`src/rtl/core_launch_ctrl.sv`:
```
module core_launch_ctrl #(
  parameter int NUM_CORES = 4,
  localparam int IDX_W = $clog2(NUM_CORES + 1)
) (
  input  logic                 clk,
  input  logic                 rst_n,
  input  logic                 ipi_req,
  input  logic [IDX_W-1:0]     ipi_target,
  input  logic                 stop_all,
  input  logic [NUM_CORES-1:0] wake,
  input  logic [NUM_CORES-1:0] pend_ack,
  output logic [NUM_CORES-1:0] halted,
  output logic [NUM_CORES-1:0] pending
);

  localparam logic [NUM_CORES-1:0] PARK_AT_BOOT = ~NUM_CORES'(1);
  localparam logic [IDX_W-1:0]     CORE_LIMIT   = IDX_W'(NUM_CORES);

  logic                 tgt_ok;
  logic [NUM_CORES-1:0] ipi_hit;
  logic [NUM_CORES-1:0] wake_ok;
  logic [NUM_CORES-1:0] pend_nxt;
  logic [NUM_CORES-1:0] halt_nxt;

  assign tgt_ok   = ipi_req && (ipi_target < CORE_LIMIT);
  assign ipi_hit  = tgt_ok ? (NUM_CORES'(1) << ipi_target) : '0;
  assign wake_ok  = wake & halted & pending;
  assign pend_nxt = ipi_hit | (pending & ~pend_ack);
  assign halt_nxt = stop_all ? '1 : (halted & ~wake_ok);

  always_ff @(posedge clk or negedge rst_n) begin
    if (!rst_n) begin
      halted  <= PARK_AT_BOOT;
      pending <= '0;
    end else begin
      halted  <= halt_nxt;
      pending <= pend_nxt;
    end
  end

  a_r4_bad_target_ignored: assert property (@(posedge clk) disable iff (!rst_n)
    (ipi_req && ipi_target >= CORE_LIMIT && pend_ack == '0 && !stop_all && wake == '0)
      |=> ($stable(pending) && $stable(halted)));

  a_r5_stop_parks_all: assert property (@(posedge clk) disable iff (!rst_n)
    stop_all |=> (&halted));

  a_r3_single_target: assert property (@(posedge clk) disable iff (!rst_n)
    (ipi_req && pend_ack == '0) |=> ($countones(pending & ~$past(pending)) <= 1));

  for (genvar c = 0; c < NUM_CORES; c++) begin : g_chk
    localparam logic [IDX_W-1:0] ME = IDX_W'(c);

    a_r3_ipi_sets: assert property (@(posedge clk) disable iff (!rst_n)
      (ipi_req && ipi_target == ME) |=> pending[c]);

    a_r8_ack_clears: assert property (@(posedge clk) disable iff (!rst_n)
      (pend_ack[c] && !(ipi_req && ipi_target == ME)) |=> !pending[c]);

    a_r6_wake_releases: assert property (@(posedge clk) disable iff (!rst_n)
      (!stop_all && wake[c] && halted[c] && pending[c]) |=> !halted[c]);

    a_r7_wake_needs_ipi: assert property (@(posedge clk) disable iff (!rst_n)
      (!stop_all && wake[c] && !pending[c]) |=> $stable(halted[c]));

    a_r9_stop_beats_wake: assert property (@(posedge clk) disable iff (!rst_n)
      (stop_all && wake[c]) |=> halted[c]);

    a_r10_no_spurious_run: assert property (@(posedge clk) disable iff (!rst_n)
      $fell(halted[c]) |-> $past(wake[c] && pending[c]));
  end

endmodule

```
`config.mk`:
```
export PLATFORM = sky130hd
export DESIGN_NAME = core_launch_ctrl
export DESIGN_NICKNAME = d
export VERILOG_FILES = /design/src/rtl/core_launch_ctrl.sv
export SDC_FILE = /design/constraint.sdc
export NUM_CORES = 1
export LEC_CHECK = 0
export BUFFER_PORTS_ARGS = -buffer_cell sky130_fd_sc_hd__buf_2
export CAP_MARGIN = 20
export CORE_AREA = 3 3 40 42
export CTS_BUF_LIST = sky130_fd_sc_hd__clkbuf_2
export DETAILED_ROUTE_END_ITERATION = 6
export DIE_AREA = 0 0 43 45
export GPL_ROUTABILITY_DRIVEN = 0
export PLACE_DENSITY = 0.55
export REMOVE_ABC_BUFFERS = 1
export SLEW_MARGIN = 40
export SYNTH_ARGS = -nofsm -noshare
export SYNTH_HDL_FRONTEND = slang
export SYNTH_SLANG_ARGS = --single-unit
```
`constraint.sdc`:
```
create_clock -name clk -period 1.3 [get_ports clk]
set_input_delay 0.195 -clock clk [delete_from_list [all_inputs] [get_ports clk]]
set_output_delay 0.195 -clock clk [all_outputs]
set_load 0.02 [all_outputs]
```
Word level (Yosys, flattened, before mapping)
Cells that the tools add are included.
{"block": "word_totals", "ff_bits": 8, "out_inout_bits": 8, "word_cells": 14, "input_bits": 15}
{"block": "op_classes", "muxes": 2, "bitwise": 7, "shift": 1, "n_reduce_logical": 1, "n_lt_le_gt_ge": 1}
{"operator": "$and A4 B4 Y4", "count": 4}
{"operator": "$mux W4", "count": 2}
{"operator": "$not A4 Y4", "count": 2}
{"operator": "$or A4 B4 Y4", "count": 1}
{"operator": "$shl A1 B3 Y4 const A", "count": 1}
{"operator": "$lt A3 B3 Y1 const B", "count": 1}
{"operator": "$logic_and A1 B1 Y1", "count": 1}

Logic depth before layout (Yosys ltp)
{"block": "depth", "word_depth": 5, "mapped_depth": 2, "depth_no_buf": 2}

Worst setup path after synthesis
Ideal clock, no wire load.
{"block": "synth_timing", "path_kind": "reg2reg", "startpoint": "reg pending[0]", "endpoint": "reg halted[0]", "setup_time_ns": 0.118, "path_stages_with_launch": 3, "path_buffers": 0, "arrival_ns": 0.681, "t_required_ns": 1.182, "path_slack_ns": 0.501, "period_less_slack_ns": 0.799, "cell_sequence": "dfrtp_1 nand2_1 a21o_1"}
{"block": "synth_between", "elab_chain_len": 4}
{"element": "from (decl)", "line": "13", "text": "output logic [NUM_CORES-1:0] pending"}
{"element": "from (signal assigned)", "line": "37", "text": "pending <= pend_nxt;"}
{"element": "$and A4 B4 Y4", "line": "27", "text": "assign wake_ok = wake & halted & pending;"}
{"element": "$not A4 Y4", "line": "29", "text": "assign halt_nxt = stop_all ? '1 : (halted & ~wake_ok);"}
{"element": "$and A4 B4 Y4", "line": "29"}
{"element": "$mux W4", "line": "29"}
{"element": "net halt_nxt[0]", "line": "23", "text": "logic [NUM_CORES-1:0] halt_nxt;"}
{"element": "to (signal assigned)", "line": "36", "text": "halted <= halt_nxt;"}
{"element": "to (decl)", "line": "12", "text": "output logic [NUM_CORES-1:0] halted,"}
The timed path passes the listed nets, and every way through them passes these cells.

Worst setup path after layout
{"block": "layout_timing", "startpoint": "reg halted[2]", "endpoint": "out halted[2]"}
No word-level cell between the ends.

==> impl_metrics.tcl <==
set metrics [dict create \
    final_common_cell "buf_2" \
    worstMarginPinSlew_ps 249 \
    fin_nets 70 \
    drc 0 \
    cp_top_family "flip-flops" \
    synth_compound_area_frac 0.193 \
    cpMaxStageDelayCell "dfstp_2" \
    status "complete, no violations" \
    synth_cell_types 9 \
    cts_root_buf "clkbuf_2" \
    cpPeakStageDelay_ps 530 \
    finalSetupTns_ps 0 \
    critPathRequiredTime_ps 1110 \
    grt_pass1_vias 290 \
    hpwl_um 603 \
    syn_area_per_cell_sq_um 11.5 \
    cts_tree "yes" \
    firstDrtPassIters 3 \
    wl_per_cell_um 10.2 \
    min_path_type "input port to flip-flop" \
    path_buf_inv 1 \
    ys_seq_area_frac 0.655 \
    crit_type "flip-flop to output port" \
    drt-total-wl_um 702 \
    fin_skew_ps 0.272 \
    synth_top_area_share 0.402 \
    setup_viol 0 \
    muxShareOfSynthArea 0 \
    final_cell_mix "22 x buf_2, 5 x inv_1, 5 x dfrtp_1" \
    maxSlewViolCount 0 \
    ctsHtreeMaxLevel 1 \
    dp.cells 64 \
    grt_pass1_wl_um 1190 \
    fin_crit_ps 1120 \
    fmax_mhz 895 \
    clk_latency_ps 230 \
    arrival_ps 920 \
    antenna_cells 0 \
    cts_resized 0 \
    final_core_util 0.366 \
    die-area_sq_um 1940 \
    initial_core_util 0.242 \
    synth-adder-area-share 0 \
    synth_top_area_cell "dfrtp_1" \
    hold_viol_final 0 \
    grtUsageTotal 0.0876 \
    nFillCells 134 \
    area_growth_pct 51.0 \
    vias 297 \
    relSlewSlack 0.833 \
    critPathMaxFanout 2 \
    cts_setup_buffers 0 \
    peakVddDrop_v 0.000383 \
    ios 23 \
    cts_buffers 3 \
    antenna_found_initial 0 \
    crit_chain "buf_2" \
    fin_cells 69 \
    yosysWarnings 0 \
    synthSimpleGateAreaFrac 0.0924 \
    rows 13 \
    syn_inst 27 \
    design_power_total_mw 0.515 \
    grt_overflow_total 0 \
    finalCritPeriodShare 0.860 \
    powerDensity_nw_per_um2 1090 \
    ys_ff_latch 8 \
    cts_sinks 8 \
    power.leakage_nw 0.233 \
    critPathCaptureType "output port" \
    cp-start-kind "flip-flop" \
    core_area_sq_um 1280 \
    grt_setup_unrepaired "no" \
    layout-drive-gt1-share 0.537 \
    vias_per_cell 4.30 \
    drv_cap 0 \
    portBuffers 22 \
    ant_nets 0 \
    synth_top_family_by_area "compound AO/OA/AOI/OAI gates" \
    synth-xor-area-share 0 \
    dpl_cell_area_sq_um 440 \
    syn-cell-area_sq_um 312 \
    drtIter0Drc 1 \
    die_w_um 43 \
    grt_max_degree 9 \
    cts_buffer_depth 2 \
    chipHeight_um 45 \
    ys_top_cells_by_area "dfrtp_1 40%, dfstp_2 25%, a21o_1 9.6%" \
    clkTransAtPathRegs_ps 90 \
    design_area_sq_um 470 \
]
[per-stage QoR]
step           setup WS (ps)  hold WS, ps
6_report                 182          136
3_5_place_dp             445         43.1
4_1_cts                  162          122
2_1_floorplan            501         -101
5_1_grt                  134          123
3_3_place_gp             450         43.4
[cells by family (layout without fill, tap and decap cells)]
group,Yosys count,count (layout)
AO/OA/AOI/OAI,8,8
flip-flops,8,8
AND/OR/NAND/NOR,6,6
buffers and inverters,5,32
[repair_timing]
item / in CTS / in global routing
setup endpoints to repair: 0 / 0
hold buffers: 1 / 0
hold endpoints to repair: 6 / 0
[flip-flops by register name, indices dropped and copies added, names as in the netlist]
signal and flops:
halted 4, pending 4
[synth_stat cells]
library cell  number
o32ai_1            2
o22ai_1            2
inv_1              5
dfstp_2            3
nand2b_1           1
nand2_1            4
a21o_1             4
dfrtp_1            5
nand3b_1           1
[metal layers]
| metal | up-vias | GRT usage | part of all wire |
|---|---|---|---|
| li1 | 148 | - | - |
| met1 | 130 | 0.0998 | 0.42 |
| met2 | 19 | 0.126 | 0.45 |
| met3 | 0 | 0.0637 | 0.13 |
| met4 | 0 | 0.0361 | 0 |
| met5 | - | 0 | 0 |
[layout make-up]
| type | instances | area [sq um] | area share |
|---|---|---|---|
| clock buffers | 4 | 20.0 | 0.0426 |
| well taps | 15 | 18.8 | 0.0399 |
| flip-flops and latches | 8 | 204 | 0.434 |
| repair buffers | 23 | 120 | 0.255 |
| multi-input cells | 14 | 88.8 | 0.189 |
| inverters | 5 | 18.8 | 0.0399 |
[final timing paths]
check                                     start                    to  slack (ps)  cells past startpoint
hold reg to reg             halted[0]$_DFF_PN0_   halted[0]$_DFF_PN0_         480                      1
hold / removal                      pend_ack[0]  pending[0]$_DFF_PN0_         140                      2
min in group asynchronous                 rst_n   halted[0]$_DFF_PN0_         330                      2
setup / recovery            halted[2]$_DFF_PN1_             halted[2]         180                      1
setup reg to reg           pending[0]$_DFF_PN0_   halted[0]$_DFF_PN0_         600                      2
max in group asynchronous                 rst_n   halted[1]$_DFF_PN1_         720                      2
[power breakdown]
group | switching (mW) | total [mW] | leakage [nW] | internal (mW)
registers | 0.00730 | 0.272 | 0.0946 | 0.264
logic | 0.0420 | 0.0778 | 0.122 | 0.0358
clock network | 0.0839 | 0.166 | 0.0166 | 0.0818
(Power assumes the default switching activity.)
